===== config.mk =====
export PLATFORM = sky130hd
export DESIGN_NAME = xbus_csel
export DESIGN_NICKNAME = d
export VERILOG_FILES = /design/src/rtl/xbus_pkg.sv /design/src/rtl/xbus_region_sel.sv /design/src/rtl/xbus_lane.sv /design/src/rtl/xbus_csel.sv
export SDC_FILE = /design/constraint.sdc
export NUM_CORES = 1
export LEC_CHECK = 0
export BUFFER_PORTS_ARGS = -buffer_cell sky130_fd_sc_hd__buf_4
export CORE_ASPECT_RATIO = 0.6
export CORE_UTILIZATION = 54
export CTS_BUF_LIST = sky130_fd_sc_hd__clkbuf_8
export CTS_CLUSTER_SIZE = 12
export DETAILED_ROUTE_END_ITERATION = 8
export MAX_ROUTING_LAYER = met4
export PLACE_DENSITY_LB_ADDON = 0.3
export SYNTH_ARGS = -nofsm -noshare
export SYNTH_HDL_FRONTEND = slang
export SYNTH_SLANG_ARGS = --single-unit

===== constraint.sdc =====
create_clock -name clk -period 7 [get_ports clk]
set_input_delay 1.4 -clock clk [delete_from_list [all_inputs] [get_ports clk]]
set_output_delay 1.4 -clock clk [all_outputs]
set_load 0.03 [all_outputs]

===== src/rtl/xbus_pkg.sv =====
`timescale 1ns/1ps
package xbus_pkg;
    typedef enum logic [1:0] {
        ST_IDLE   = 2'd0,
        ST_SETUP  = 2'd1,
        ST_STROBE = 2'd2,
        ST_DONE   = 2'd3
    } xb_state_e;
endpackage


===== src/rtl/xbus_region_sel.sv =====
`timescale 1ns/1ps
module xbus_region_sel #(
    parameter int NREG = 4,
    parameter int WW   = 3,
    parameter logic [NREG-1:0] HS_MASK = 'b1100,
    localparam int RW = $clog2(NREG)
) (
    input  logic [RW-1:0]      region,
    input  logic               we,
    input  logic [NREG-1:0]    cfg_wide,
    input  logic [NREG-1:0]    cfg_sync,
    input  logic [NREG-1:0]    cfg_hs,
    input  logic [NREG*WW-1:0] cfg_rd_wait,
    input  logic [NREG*WW-1:0] cfg_wr_wait,
    output logic               wide,
    output logic               sync,
    output logic               hs,
    output logic [WW-1:0]      wt
);
    logic [NREG-1:0] hs_ok;

    // only regions listed in HS_MASK may honour the ready input
    for (genvar i = 0; i < NREG; i++) begin : g_hs
        assign hs_ok[i] = cfg_hs[i] & HS_MASK[i];
    end

    assign wide = cfg_wide[region];
    assign sync = cfg_sync[region];
    assign hs   = hs_ok[region];
    assign wt   = we ? cfg_wr_wait[region*WW +: WW] : cfg_rd_wait[region*WW +: WW];
endmodule


===== src/rtl/xbus_lane.sv =====
`timescale 1ns/1ps
module xbus_lane #(
    parameter int DW = 16,
    localparam int BW = DW / 2
) (
    input  logic          mux_mode,
    input  logic          setup,
    input  logic          busy,
    input  logic          we,
    input  logic          wide,
    input  logic          beat,
    input  logic [DW-1:0] baddr,
    input  logic [DW-1:0] wdata,
    input  logic [DW-1:0] ad_in,
    input  logic [DW-1:0] rdata_q,
    output logic [DW-1:0] ad_out,
    output logic          ad_oe,
    output logic [DW-1:0] rdata_cap
);
    logic [DW-1:0] wlane;

    always_comb begin
        if (wide)      wlane = wdata;
        else if (beat) wlane = {{BW{1'b0}}, wdata[DW-1:BW]};
        else           wlane = {{BW{1'b0}}, wdata[BW-1:0]};

        ad_oe = busy && (we || (mux_mode && setup));

        if (busy && mux_mode && setup) ad_out = baddr;
        else if (busy && we)           ad_out = wlane;
        else                           ad_out = '0;

        rdata_cap = rdata_q;
        if (wide)      rdata_cap = ad_in;
        else if (beat) rdata_cap[DW-1:BW] = ad_in[BW-1:0];
        else           rdata_cap[BW-1:0]  = ad_in[BW-1:0];
    end
endmodule


===== src/rtl/xbus_csel.sv =====
`timescale 1ns/1ps
module xbus_csel #(
    parameter int AW   = 24,
    parameter int DW   = 16,
    parameter int NREG = 4,
    parameter int WW   = 3,
    parameter logic [NREG-1:0] HS_MASK = 'b1100,
    localparam int RW = $clog2(NREG)
) (
    input  logic               clk,
    input  logic               rst_n,
    input  logic               req,
    input  logic               we,
    input  logic               size16,
    input  logic [AW-1:0]      addr,
    input  logic [DW-1:0]      wdata,
    output logic               ack,
    output logic [DW-1:0]      rdata,
    input  logic [NREG-1:0]    cfg_wide,
    input  logic [NREG-1:0]    cfg_sync,
    input  logic [NREG-1:0]    cfg_hs,
    input  logic [NREG*WW-1:0] cfg_rd_wait,
    input  logic [NREG*WW-1:0] cfg_wr_wait,
    input  logic               mux_mode,
    input  logic               sys_tick,
    input  logic               ready,
    output logic [NREG-1:0]    cs_n,
    output logic               ale,
    output logic               rd_n,
    output logic               wr_n,
    output logic [AW-1:0]      addr_out,
    output logic [DW-1:0]      ad_out,
    output logic               ad_oe,
    input  logic [DW-1:0]      ad_in
);
    import xbus_pkg::*;

    typedef struct packed {
        xb_state_e     st;
        logic [RW-1:0] region;
        logic          we;
        logic          wide;
        logic          sync;
        logic          hs;
        logic [WW-1:0] wt;
        logic [WW-1:0] cnt;
        logic          beat;
        logic          last;
        logic [AW-1:0] addr;
        logic [DW-1:0] wdata;
        logic [DW-1:0] rdata;
    } ctl_t;

    ctl_t q, d;

    logic [RW-1:0] req_region;
    logic          sel_wide, sel_sync, sel_hs;
    logic [WW-1:0] sel_wt;
    logic          busy, setup, step;
    logic [AW-1:0] beat_addr;
    logic [DW-1:0] rdata_cap;

    assign req_region = addr[AW-1 -: RW];

    xbus_region_sel #(.NREG(NREG), .WW(WW), .HS_MASK(HS_MASK)) u_sel (
        .region      (req_region),
        .we          (we),
        .cfg_wide    (cfg_wide),
        .cfg_sync    (cfg_sync),
        .cfg_hs      (cfg_hs),
        .cfg_rd_wait (cfg_rd_wait),
        .cfg_wr_wait (cfg_wr_wait),
        .wide        (sel_wide),
        .sync        (sel_sync),
        .hs          (sel_hs),
        .wt          (sel_wt)
    );

    assign setup     = (q.st == ST_SETUP);
    assign busy      = setup || (q.st == ST_STROBE);
    assign step      = q.sync ? sys_tick : 1'b1;
    assign beat_addr = q.addr + AW'(q.beat);

    xbus_lane #(.DW(DW)) u_lane (
        .mux_mode  (mux_mode),
        .setup     (setup),
        .busy      (busy),
        .we        (q.we),
        .wide      (q.wide),
        .beat      (q.beat),
        .baddr     (beat_addr[DW-1:0]),
        .wdata     (q.wdata),
        .ad_in     (ad_in),
        .rdata_q   (q.rdata),
        .ad_out    (ad_out),
        .ad_oe     (ad_oe),
        .rdata_cap (rdata_cap)
    );

    always_comb begin
        d = q;
        unique case (q.st)
            ST_IDLE: begin
                if (req) begin
                    d.st     = ST_SETUP;
                    d.region = req_region;
                    d.we     = we;
                    d.wide   = sel_wide;
                    d.sync   = sel_sync;
                    d.hs     = sel_hs;
                    d.wt     = sel_wt;
                    d.cnt    = '0;
                    d.beat   = 1'b0;
                    d.last   = size16 ? sel_wide : 1'b1;
                    d.addr   = addr;
                    d.wdata  = wdata;
                    d.rdata  = '0;
                end
            end
            ST_SETUP: begin
                if (step) begin
                    d.st  = ST_STROBE;
                    d.cnt = q.wt;
                end
            end
            ST_STROBE: begin
                if (step) begin
                    if (q.cnt != '0) begin
                        d.cnt = q.cnt - 1'b1;
                    end else if (!(q.hs && !ready)) begin
                        if (!q.we) d.rdata = rdata_cap;
                        if (q.last) begin
                            d.st = ST_DONE;
                        end else begin
                            d.beat = 1'b1;
                            d.last = 1'b1;
                            d.st   = ST_SETUP;
                        end
                    end
                end
            end
            default: d.st = ST_IDLE;
        endcase
    end

    always_ff @(posedge clk or negedge rst_n) begin
        if (!rst_n) q <= '0;
        else        q <= d;
    end

    for (genvar i = 0; i < NREG; i++) begin : g_cs
        assign cs_n[i] = !(busy && (q.region == RW'(i)));
    end

    assign ale      = mux_mode && setup;
    assign rd_n     = !((q.st == ST_STROBE) && !q.we);
    assign wr_n     = !((q.st == ST_STROBE) && q.we);
    assign addr_out = busy ? beat_addr : '0;
    assign ack      = (q.st == ST_DONE);
    assign rdata    = q.rdata;
endmodule


# Word-level counts from Yosys, hierarchy flattened
# Cells that the tools add are included.
op_classes:
  n_addsub: 2
  mul: 1
  n_lt_le_gt_ge: 1
  n_eq_ne: 16
  shift: 2
  n_mux: 37
  n_reduce_logical: 34
op_table:
  columns: ["operator", "n"]
  rows:
  - ["2-to-1 mux 16 bit", 8]
  - ["2-to-1 mux 72 bit", 1]
  - ["case mux 16 bit (2 select lines)", 1]
  - ["adder 24 x 1 -> 24 bit", 1]
  - ["2-to-1 mux 24 bit", 1]
  - ["2-to-1 mux 8 bit", 3]
  - ["indexed part select 12 x 5 -> 3 bit", 2]
  - ["2-to-1 mux 2 bit", 8]
  - ["AND reduction 5 bit", 3]
  - ["AND reduction 7 bit", 2]
  - ["logical AND 1 bit", 12]
  - ["!= test 2 bit (second input constant)", 6]
  - ["2-to-1 mux 3 bit", 3]
  - ["case mux 3 bit (3 select lines)", 1]
  - ["equality test 2 bit (second input constant)", 4]
  - ["zero test 1 bit", 8]
  - ["binary-select mux 1 bit (select 2 bit)", 3]
  - ["!= test 3 bit (second input constant)", 2]
  - ["case mux 2 bit (3 select lines)", 1]
  - ["AND reduction 6 bit", 1]
  - ["nonzero test 3 bit", 2]
  - ["2-to-1 mux 1 bit", 5]
  - ["2-to-1 mux 5 bit", 1]
  - ["equality test 2 x 1 -> 1 bit (second input constant)", 2]
  - ["9 further kinds", 12]
word_totals:
  reg_bits: 72
  in_bits: 100
  output_inout_bits: 65
  word_cells: 107

# Depth between registers and ports, before layout
# Gate-level depths: netlist of run 1.
logic_depth:
  ltp_word: 7
  mapped_depth: 8

# Modules after synthesis
# Synthesis of run 1 repeated with hierarchy kept, for this count alone.
unflattened:
  cells_unflattened: 404
  hier_area_um2: 4464.3
by_module_without_submodules:
  columns: ["mod", "instances", "cells_per_inst", "area_each_um2", "seq_area_each_um2"]
  rows:
  - ["xbus_csel", 1, 311, 3614.7, 1751.7]
  - ["xbus_lane", 1, 78, 580.6, 0.0]
  - ["xbus_region_sel", 1, 15, 269.0, 0.0]

# Worst setup path before layout of run 1
# No wires, ideal clock.
synth_path:
  path_kind: "input-to-output"
  startpoint: "in mux_mode"
  endpoint: "out ad_out[10]"
  arrival_ns: 2.834
  setup_slack_ns: 2.766
  path_stages: 5
  path_buffers: 1
  cell_sequence: "and2_1 clkbuf_1 nand3b_1 nor2_1 o2bb2ai_1"
synth_between:
  elab_chain_cells: 3
synth_rtl:
  columns: ["item", "line_no", "rtl"]
  rows:
  - ["from (decl)", "xbus_csel.sv:24", "input logic mux_mode,"]
  - ["logical AND 1 bit (2 in series)", "xbus_lane.sv:29", "if (busy && mux_mode && setup) ad_out = baddr;"]
  - ["2-to-1 mux 16 bit", "xbus_lane.sv:29", null]
  - ["to (decl)", "xbus_csel.sv:32", "output logic [DW-1:0] ad_out,"]
# Every way passes these cells.

# Final worst setup path of run 1
# Same ends and word-level chain as after synthesis.

==> reports/qor.csv, run 1 <==
metric;value;unit
status;completed;
final cell area excluding filler cells;5500;um2
Crit. End Element;output port;
placed cell count;615;
portion of the post-synthesis area used by sequential elements;0.423;
clock tree skew after final layout;0.00885;ns
post-DR wirelength/cell;18.6;um
count of nets after finishing;630;
leakage dissipation;2.58;nW
post-synth design cell area;4140;um2
Post-Syn Area per Cell;10.8;um2
required arrival time at the worst endpoint;5.60;ns
Worst Hold Depth;1;
Main synth FF type;sky130_fd_sc_hd__dfrtp_1;
global routing usage summed across all routing layers;0.319;
placeable core area;7330;um2
setup repair after global routing missed its margin;no;
quantity of I/O buffers inserted on ports;162;
number of global-route vias before repair;3636;
count of cells resized by post-cts repair;0;
number of top-level pins;165;
library cell used as clock root buffer;sky130_fd_sc_hd__clkbuf_8;
top-area cell type share of the netlist area;0.423;
Ys Warns;0;
worst-case headroom to the max-slew limit;0.202;
# DRC;0;
startpoint of the tightest hold check path;rdata[5]$_DFFE_PN0P_;
Max-Cap Viols;0;
Async S/R FF share, synth;1.00;
number of H-tree branching levels;3;
wire length reported by the detailed router;11700;um
number of enable flip-flop cells after synthesis;0;
most common cell after layout, fill and taps aside;sky130_fd_sc_hd__buf_4;
critical path data arrival time;3.02;ns
post-synthesis xor/xnor area fraction;0.0317;
via count;3686;
pwr dens;495;nW/um2
number of clock sinks;70;
setup bufs post-CTS;0;
pin count of the biggest net entering global routing;71;
top cell type by total area after synthesis;sky130_fd_sc_hd__dfrtp_1;
class of the most critical hold timing path;register to register;
width of the die;115;um
initial standard-cell utilization of the core;0.565;
leading cell types in the layout, fill and taps excluded;sky130_fd_sc_hd__buf_4, sky130_fd_sc_hd__dfrtp_1, sky130_fd_sc_hd__mux2_2, sky130_fd_sc_hd__nor2_1, sky130_fd_sc_hd__mux2i_1;
synthesized net count;492;
TritonCTS clock tree;built;
Max Clk Rate;226;MHz
share of post-route cells with drive strength above 1;0.442;
combinational family with the most area after synthesis;multiplexers;
Fin Setup TNS;0;ns
Placer Congestion;0.847;
post-synthesis compound-gate area fraction;0.112;
post-synthesis sequential element count;70;
number of antenna-violating nets in the routed design;0;
Worst R2R Start;q[66]$_DFFE_PN0P_;
max-slew violation count;0;
worst-case clock buffer depth;2;
worst setup slack for register-to-register paths;4.59;ns
sort of element at the start of the critical path;input pin;
shortest period the worst path allows;4.42;ns
Iter 0 DRT Violations;270;
worst r2r path cells;4;
Post-DP Area;5290;um2
transition time at the pin with the least slew margin;1.19;ns
ratio of final minimum period to clock period;0.632;
final-report setup violation count;0;
Hold EP;rdata[5]$_DFFE_PN0P_;
multiplexer share of the synthesized area;0.216;
number of library cell types mapped by synthesis;41;
overall die area;8030;um2
number of buffers created by CTS;9;
terminus of the critical flop-to-flop path;rdata[7]$_DFFE_PN0P_;
top cells by area in the synthesized netlist;sky130_fd_sc_hd__dfrtp_1, sky130_fd_sc_hd__mux2_2, sky130_fd_sc_hd__mux2i_1, sky130_fd_sc_hd__mux4_2, sky130_fd_sc_hd__o2bb2ai_1;
final number of hold-violating endpoints;0;
largest fanout on the critical path;9;
clock latency on the worst-skew pair;0.37;ns
share of synthesized cell area in full adder, half adder and majority cells;0.0242;
antenna violations before repair;0;
Area growth syn-to-layout;32.9;%
detailed-route vias per instance;5.84;
number of fill cells in the layout;563;
Antenna diodes;0;
Post-Synth Simple-Gate Area;0.134;
post-CTS clock slew at the launch and capture registers of the worst setup and hold paths;0.07;ns
Layout Cells excl Fill;631;
die outline height;69.8;um
drt pass-1 iters;5;
type of the worst setup path;input pin to output port;
cell count after synthesis;384;
# hold bufs at CTS;0;
wire length of the first global-routing pass;18400;um
number of rows in the core area;24;
Detail Placement HPWL;8750;um
maximum resistive drop on vdd;0.000406;V
leftover overflow at the end of global routing;0;
==> worst max-delay path by stage <==
stage / start / to / slack [ns]
4_1_cts: mux_mode / ad_out[10] / 2.61
5_1_grt: mux_mode / ad_out[10] / 2.45
3_3_place_gp: mux_mode / ad_out[15] / 2.65
2_1_floorplan: mux_mode / ad_out[10] / 2.77
6_report: mux_mode / ad_out[10] / 2.58
3_5_place_dp: mux_mode / ad_out[10] / 2.61
==> synthesized netlist by cell type, types with 2 or more instances <==
master                       n
sky130_fd_sc_hd__a21oi_1    12
sky130_fd_sc_hd__a22o_1      8
sky130_fd_sc_hd__and2_1      2
sky130_fd_sc_hd__and4_1      4
sky130_fd_sc_hd__buf_2       3
sky130_fd_sc_hd__buf_4      16
sky130_fd_sc_hd__clkbuf_1   15
sky130_fd_sc_hd__dfrtp_1    70
sky130_fd_sc_hd__ha_1        8
sky130_fd_sc_hd__inv_1      12
sky130_fd_sc_hd__mux2_2     43
sky130_fd_sc_hd__mux2i_1    23
sky130_fd_sc_hd__mux4_2      8
sky130_fd_sc_hd__nand2_1    23
sky130_fd_sc_hd__nand2b_1    6
sky130_fd_sc_hd__nand3_1    11
sky130_fd_sc_hd__nand3b_1    3
sky130_fd_sc_hd__nand4_1     6
sky130_fd_sc_hd__nor2_1     23
sky130_fd_sc_hd__nor2b_1     2
sky130_fd_sc_hd__nor4_1      4
sky130_fd_sc_hd__nor4b_1     3
sky130_fd_sc_hd__o21a_1      2
sky130_fd_sc_hd__o21ai_0    14
sky130_fd_sc_hd__o21ai_1     2
sky130_fd_sc_hd__o22ai_1     6
sky130_fd_sc_hd__o2bb2ai_1  18
sky130_fd_sc_hd__o31ai_1     3
sky130_fd_sc_hd__or3_1       5
sky130_fd_sc_hd__or4_1       5
sky130_fd_sc_hd__xnor2_1     9
sky130_fd_sc_hd__xor2_1      6
==> layer usage <==
metal  up-vias  wire [um]  track usage
li1       1672          -            -
met5         -          0            -
met4         0        211        0.117
met3        17        872       0.0673
met1      1808       5260        0.438
met2       189       5390        0.465
==> state kept, by name, indices dropped and copies added (netlist names) <==
register and cells:
rdata 16, q 54
==> through the flow <==
step                      setup WS (ns)  power (mW)  hold WS [ns]   util
after floorplan                    2.77        1.83         0.442      -
after global placement             2.65        2.31         0.458  0.723
after detailed placement           2.61        2.36         0.480  0.723
after CTS                          2.61        2.71         0.501  0.751
after global routing               2.45        2.87         0.517  0.751
final                              2.58        2.72         0.504  0.751
==> critical path, cell delays in order <==
cell and delay, ns:
sky130_fd_sc_hd__buf_4 0.11, sky130_fd_sc_hd__and2_1 0.20, sky130_fd_sc_hd__nand3b_1 0.39, sky130_fd_sc_hd__nor2_1 0.54, sky130_fd_sc_hd__o2bb2ai_1 0.18, sky130_fd_sc_hd__buf_4 0.19
==> final cells by class <==
class / instances / area (um2) / share of cell area
clock buffers: 11 / 151 / 0.0275
clock inverters: 5 / 57.6 / 0.0105
inverters: 12 / 45.0 / 0.00819
multi-input cells: 267 / 2150 / 0.391
flip-flops and latches: 70 / 1750 / 0.318
well taps: 104 / 130 / 0.0236
repair buffers: 162 / 1220 / 0.221
==> cell families after synthesis <==
family,Yosys count
simple gates,102
mux,74
flops,70
compound gates,68
buf+inv,47
xor+xnor,15
fa+ha+maj,8
==> power breakdown <==
part	internal (mW)	switching [mW]
Combinational	0.637	0.935
Clock	0.183	0.165
Sequential	0.584	0.219
Total	1.40	1.32
Note: power is estimated with default switching activity, not from simulation.
==> inputs of run 2 (changes only) <==
--- a/config.mk
+++ b/config.mk
@@ -7,7 +7,7 @@
 export LEC_CHECK = 0
 export BUFFER_PORTS_ARGS = -buffer_cell sky130_fd_sc_hd__buf_4
 export CORE_ASPECT_RATIO = 0.6
-export CORE_UTILIZATION = 54
+export CORE_UTILIZATION = 46
 export CTS_BUF_LIST = sky130_fd_sc_hd__clkbuf_8
 export CTS_CLUSTER_SIZE = 12
 export DETAILED_ROUTE_END_ITERATION = 8
==> constraint.sdc (replaced) <==
create_clock -name clk -period 3.7 [get_ports clk]
set_input_delay 0.74 -clock clk [delete_from_list [all_inputs] [get_ports clk]]
set_output_delay 0.74 -clock clk [all_outputs]
set_load 0.03 [all_outputs]
==> reports/qor.csv, run 2 (synthesis gave the netlist of run 1 again) <==
metric;value;unit;change
clock latency on the worst-skew pair;0.36;ns;about the same
number of fill cells in the layout;705;;+25%
Antenna diodes;0;;unchanged
detailed-route vias per instance;5.65;;-3.3%
sequential group share of total power;0.293;;-0.002
Detail Placement HPWL;8830;um;+0.93%
number of H-tree branching levels;3;;unchanged
number of antenna-violating nets in the routed design;0;;unchanged
number of clock sinks;70;;unchanged
slowest CP cell;sky130_fd_sc_hd__nor2_1;;
CP delay by family, top;simple AND/OR/NAND/NOR gates;;
total power;5.23;mW;+92%
leading cell types in the layout, fill and taps excluded;sky130_fd_sc_hd__buf_4, sky130_fd_sc_hd__dfrtp_1, sky130_fd_sc_hd__mux2_2, sky130_fd_sc_hd__nor2_1, sky130_fd_sc_hd__mux2i_1;;
critical path data arrival time;2.69;ns;-0.33 ns
die outline height;75.5;um;+8.1%
pin count of the biggest net entering global routing;71;;unchanged
crit path to;ad_out[10];;
Fin Setup TNS;0;ns;unchanged
post-CTS clock slew at the launch and capture registers of the worst setup and hold paths;0.07;ns;about the same
placeable core area;8620;um2;+18%
internal power component;2.72;mW;+94%
leakage dissipation;2.60;nW;+0.92%
Slowest Stage Delay on Critical Path;0.47;ns;-0.07 ns
type of the worst setup path;register to output port;;
global routing usage summed across all routing layers;0.261;;-0.0570
leftover overflow at the end of global routing;0;;unchanged
terminus of the critical flop-to-flop path;rdata[6]$_DFFE_PN0P_;;
worst-case clock buffer depth;2;;unchanged
Placer Congestion;0.848;;+0.15%
required arrival time at the worst endpoint;2.96;ns;-2.64 ns
area of combinational cells with multiple inputs;2150;um2;unchanged
worst-case headroom to the max-slew limit;0.224;;+0.0229
setup bufs post-CTS;0;;unchanged
max-slew violation count;0;;unchanged
share of post-route cells with drive strength above 1;0.445;;+0.00316
quantity of I/O buffers inserted on ports;162;;unchanged
class of the most critical hold timing path;register to register;;
wire length reported by the detailed router;11800;um;+0.80%
fraction of power consumed by combinational cells;0.573;;-0.004
final number of hold-violating endpoints;0;;unchanged
count of nets after finishing;633;;+0.48%
library cell used as clock root buffer;sky130_fd_sc_hd__clkbuf_8;;
Setup crit start;q[71]$_DFFE_PN0P_;;
TritonCTS clock tree;built;;
# hold bufs at CTS;0;;unchanged
number of top-level pins;165;;unchanged
wire length of the first global-routing pass;17900;um;-2.8%
shortest period the worst path allows;3.43;ns;
via count;3626;;-1.6%
Worst R2R Start;q[66]$_DFFE_PN0P_;;
maximum resistive drop on vdd;0.000666;V;+64%
initial standard-cell utilization of the core;0.480;;-0.0848
number of rows in the core area;26;;+8.3%
number of buffers created by CTS;9;;unchanged
cells traversed along the worst timing path;inv_1, ha_1, and2_1, nand3b_1, buf_4, nor2_1, o2bb2ai_1, buf_4;;
Iter 0 DRT Violations;162;;-40%
worst r2r path cells;4;;unchanged
most common cell after layout, fill and taps aside;sky130_fd_sc_hd__buf_4;;
Clock Power Share;0.135;;+0.007
final-report setup violation count;0;;unchanged
clock tree skew after final layout;0.00986;ns;+0.00101 ns
placed cell count;626;;+1.8%
number of flip-flops under the largest register name;54;;unchanged
area taken by flip-flops and latches;1750;um2;unchanged
Biggest register;q;;
count of cells resized by post-cts repair;0;;unchanged
setup repair after global routing missed its margin;no;;
number of global-route vias before repair;3457;;-4.9%
largest fanout on the critical path;9;;unchanged
transition time at the pin with the least slew margin;1.16;ns;-0.0342 ns
ratio of final minimum period to clock period;0.926;;
pwr dens;942;nW/um2;+90%
# DRC;0;;unchanged
width of the die;124;um;+8.2%
instance count on the critical path;8;;+2
Max-Cap Viols;0;;unchanged
Area growth syn-to-layout;34.0;%;
Layout Cells excl Fill;642;;+1.7%
sort of element at the start of the critical path;register;;
Max Clk Rate;292;MHz;
sw frac;0.480;;-0.00472
NetSw;2.51;mW;+90%
antenna violations before repair;0;;unchanged
worst setup slack for register-to-register paths;1.16;ns;-3.43 ns
Crit. End Element;output port;;
drt pass-1 iters;4;;-1
buffers and inverters on the worst path;3;;+1
status;completed;;
overall die area;9400;um2;+17%
cell mode on critical path;sky130_fd_sc_hd__buf_4;;
post-DR wirelength/cell;18.4;um;-0.93%
## run 2: power groups by stage
stage | logic [mW] | registers (mW) | clock network, mW
2_1_floorplan | 2.11 | 1.35 | 0
3_3_place_gp | 2.92 | 1.50 | 0
3_5_place_dp | 2.98 | 1.52 | 0
4_1_cts | 2.99 | 1.51 | 0.715
5_1_grt | 3.20 | 1.57 | 0.746
6_report | 2.99 | 1.53 | 0.704
## run 2: through the flow
step / setup slack [ns] / util / hold slack, ns / cell area (um2)
after floorplan: 0.565 / - / 0.442 / 4140
after global placement: 0.678 / 0.618 / 0.473 / 5330
after detailed placement: 0.668 / 0.618 / 0.475 / 5330
after CTS: 0.263 / 0.644 / 0.496 / 5550
after global routing: 0.0990 / 0.644 / 0.507 / 5550
final: 0.274 / 0.644 / 0.487 / 5550
## run 2: cell type report
cell class / instances / share of cell area
Clock buffer: 10 / 0.0248
Clock inverter: 6 / 0.0153
Inverter: 12 / 0.00812
Multi-Input combinational cell: 267 / 0.388
Sequential cell: 70 / 0.316
Tap cell: 112 / 0.0253
Timing Repair Buffer: 165 / 0.223
## run 2: worst min path at each step
stage / from / endpoint / slack (ns) / depth (start not counted)
2_1_floorplan: rst_n / q[16]$_DFFE_PN0P_ / 0.44 / 0
3_3_place_gp: q[61]$_DFFE_PN0P_ / q[61]$_DFFE_PN0P_ / 0.47 / 2
3_5_place_dp: rdata[12]$_DFFE_PN0P_ / rdata[12]$_DFFE_PN0P_ / 0.47 / 1
4_1_cts: q[61]$_DFFE_PN0P_ / q[61]$_DFFE_PN0P_ / 0.50 / 2
5_1_grt: rdata[12]$_DFFE_PN0P_ / rdata[12]$_DFFE_PN0P_ / 0.51 / 1
6_report: q[61]$_DFFE_PN0P_ / q[61]$_DFFE_PN0P_ / 0.49 / 2
## run 2: tightest hold or removal path, cell delays in order, from the launching register on
cell	delay, ns
sky130_fd_sc_hd__dfrtp_1	0.35
sky130_fd_sc_hd__nand2_1	0.05
sky130_fd_sc_hd__o21ai_0	0.05
## run 2: metal layers
metal,up-vias,track usage,share of wire
li1,1674,-,-
met1,1781,0.361,0.47
met2,157,0.368,0.44
met3,14,0.0794,0.077
met4,0,0.0803,0.011
met5,-,-,0
==> inputs of run 3 (changes only) <==
--- a/config.mk
+++ b/config.mk
@@ -13,6 +13,7 @@
 export DETAILED_ROUTE_END_ITERATION = 8
 export MAX_ROUTING_LAYER = met4
 export PLACE_DENSITY_LB_ADDON = 0.3
+export RECOVER_POWER = 25
 export SYNTH_ARGS = -nofsm -noshare
 export SYNTH_HDL_FRONTEND = slang
 export SYNTH_SLANG_ARGS = --single-unit
==> reports/qor.csv, run 3 (synthesis gave the netlist of run 1 again) <==
metric;value;unit;change
status;finished with violations;;
failing checks;capacitance limit, slew limit;;
Fin Setup TNS;0;ns;unchanged
post-DR wirelength/cell;18.4;um;about the same
largest fanout on the critical path;9;;unchanged
sort of element at the start of the critical path;register;;
startpoint of the tightest hold check path;q[61]$_DFFE_PN0P_;;
Crit. End Element;output port;;
Max-Cap Viols;1;;+1
ratio of final minimum period to clock period;0.926;;unchanged
width of the die;124;um;unchanged
worst-case headroom to the max-slew limit;-0.173;;-0.398
share of post-route cells with drive strength above 1;0.445;;unchanged
placeable core area;8620;um2;unchanged
wire length of the first global-routing pass;17900;um;unchanged
leading cell types in the layout, fill and taps excluded;sky130_fd_sc_hd__buf_4, sky130_fd_sc_hd__dfrtp_1, sky130_fd_sc_hd__mux2_2, sky130_fd_sc_hd__nor2_1, sky130_fd_sc_hd__mux2i_1;;
most common cell after layout, fill and taps aside;sky130_fd_sc_hd__buf_4;;
worst r2r path cells;4;;unchanged
required arrival time at the worst endpoint;2.96;ns;about the same
final-report setup violation count;0;;unchanged
pin count of the biggest net entering global routing;71;;unchanged
type of the worst setup path;register to output port;;
shortest period the worst path allows;3.43;ns;unchanged
terminus of the critical flop-to-flop path;rdata[6]$_DFFE_PN0P_;;
count of nets after finishing;633;;unchanged
number of antenna-violating nets in the routed design;0;;unchanged
setup bufs post-CTS;0;;unchanged
pwr dens;942;nW/um2;about the same
initial standard-cell utilization of the core;0.480;;unchanged
Worst R2R Start;q[66]$_DFFE_PN0P_;;
count of cells resized by post-cts repair;0;;unchanged
max-slew violation count;71;;+71
Max Clk Rate;292;MHz;unchanged
number of H-tree branching levels;3;;unchanged
Worst Hold Depth;2;;unchanged
Antenna diodes;0;;unchanged
worst setup slack for register-to-register paths;1.16;ns;about the same
Placer Congestion;0.848;;unchanged
number of buffers created by CTS;9;;unchanged
detailed-route vias per instance;5.65;;unchanged
TritonCTS clock tree;built;;
Biggest register;q;;
final worst slack;0.274;ns;unchanged
transition time at the pin with the least slew margin;1.76;ns;+0.601 ns
Detail Placement HPWL;8830;um;unchanged
number of global-route vias before repair;3457;;unchanged
Area growth syn-to-layout;34.0;%;about the same
final number of hold-violating endpoints;0;;unchanged
antenna violations before repair;0;;unchanged
Hold EP;q[61]$_DFFE_PN0P_;;
setup repair after global routing missed its margin;no;;
die outline height;75.5;um;unchanged
number of flip-flops under the largest register name;54;;unchanged
via count;3626;;unchanged
quantity of I/O buffers inserted on ports;162;;unchanged
pre-CTS WS;0.668;ns;unchanged
clock latency on the worst-skew pair;0.36;ns;about the same
# hold bufs at CTS;0;;unchanged
clock tree skew after final layout;0.00986;ns;unchanged
leftover overflow at the end of global routing;0;;unchanged
critical path data arrival time;2.69;ns;about the same
leakage dissipation;2.60;nW;about the same
number of fill cells in the layout;705;;unchanged
post-CTS clock slew at the launch and capture registers of the worst setup and hold paths;0.07;ns;about the same
global routing usage summed across all routing layers;0.261;;unchanged
class of the most critical hold timing path;register to register;;
worst-case clock buffer depth;2;;unchanged
Iter 0 DRT Violations;162;;unchanged
overall die area;9400;um2;unchanged
number of top-level pins;165;;unchanged
# DRC;0;;unchanged
number of rows in the core area;26;;unchanged
library cell used as clock root buffer;sky130_fd_sc_hd__clkbuf_8;;
wire length reported by the detailed router;11800;um;about the same
drt pass-1 iters;4;;unchanged
number of clock sinks;70;;unchanged
maximum resistive drop on vdd;0.000666;V;about the same
==> run 3: cell types whose count changed in the layout (fill, tap and decap cells not counted) <==
| cell | delta |
|---|---|
| sky130_fd_sc_hd__clkbuf_2 | +1 |
| sky130_fd_sc_hd__buf_4 | -1 |
==> run 3: area by class of cell <==
type                            instances  area, um2  area share
Clock buffer                           10        138      0.0248
Inverter                               12       45.0     0.00812
Timing Repair Buffer                  165       1240       0.223
Tap cell                              112        140      0.0253
Multi-Input combinational cell        267       2150       0.388
Clock inverter                          6       85.1      0.0153
Sequential cell                        70       1750       0.316
==> run 3: how the worst max path moves through the flow <==
stage / start / slack, ns / to / depth (start not counted)
2_1_floorplan: q[57]$_DFFE_PN0P_ / 0.56 / addr_out[18] / 6
5_1_grt: q[57]$_DFFE_PN0P_ / 0.1 / addr_out[18] / 7
3_3_place_gp: q[57]$_DFFE_PN0P_ / 0.68 / addr_out[20] / 7
6_report: q[71]$_DFFE_PN0P_ / 0.27 / ad_out[10] / 8
4_1_cts: q[57]$_DFFE_PN0P_ / 0.26 / addr_out[20] / 7
3_5_place_dp: q[57]$_DFFE_PN0P_ / 0.67 / addr_out[20] / 7
==> run 3: power by group <==
group	total (mW)	switching (mW)	internal [mW]
logic	2.99	1.77	1.22
clock network	0.704	0.309	0.395
registers	1.53	0.424	1.11
==> run 3: stage by stage <==
step	power, mW	utilization	instances	cell area (um2)	hold slack, ns
after global placement	4.42	0.618	626	5330	0.473
after detailed placement	4.50	0.618	626	5330	0.475
after CTS	5.21	0.644	642	5550	0.496
after floorplan	3.46	-	384	4140	0.442
final	5.23	0.643	642	5550	0.487
after global routing	5.52	0.643	642	5550	0.507
==> run 3: routing by layer <==
layer	global-route usage	up-vias	wire, um
li1	-	1674	-
met1	0.361	1781	5580
met2	0.368	157	5210
met3	0.0794	14	905
met4	0.0803	0	131
met5	-	-	0
==> run 3: critical path, stage by stage, from the launching register on <==
cell and delay, ns:
sky130_fd_sc_hd__dfrtp_1 0.42, sky130_fd_sc_hd__inv_1 0.11, sky130_fd_sc_hd__ha_1 0.27, sky130_fd_sc_hd__and2_1 0.29
sky130_fd_sc_hd__nand3b_1 0.19, sky130_fd_sc_hd__buf_4 0.19, sky130_fd_sc_hd__nor2_1 0.47, sky130_fd_sc_hd__o2bb2ai_1 0.19
sky130_fd_sc_hd__buf_4 0.20
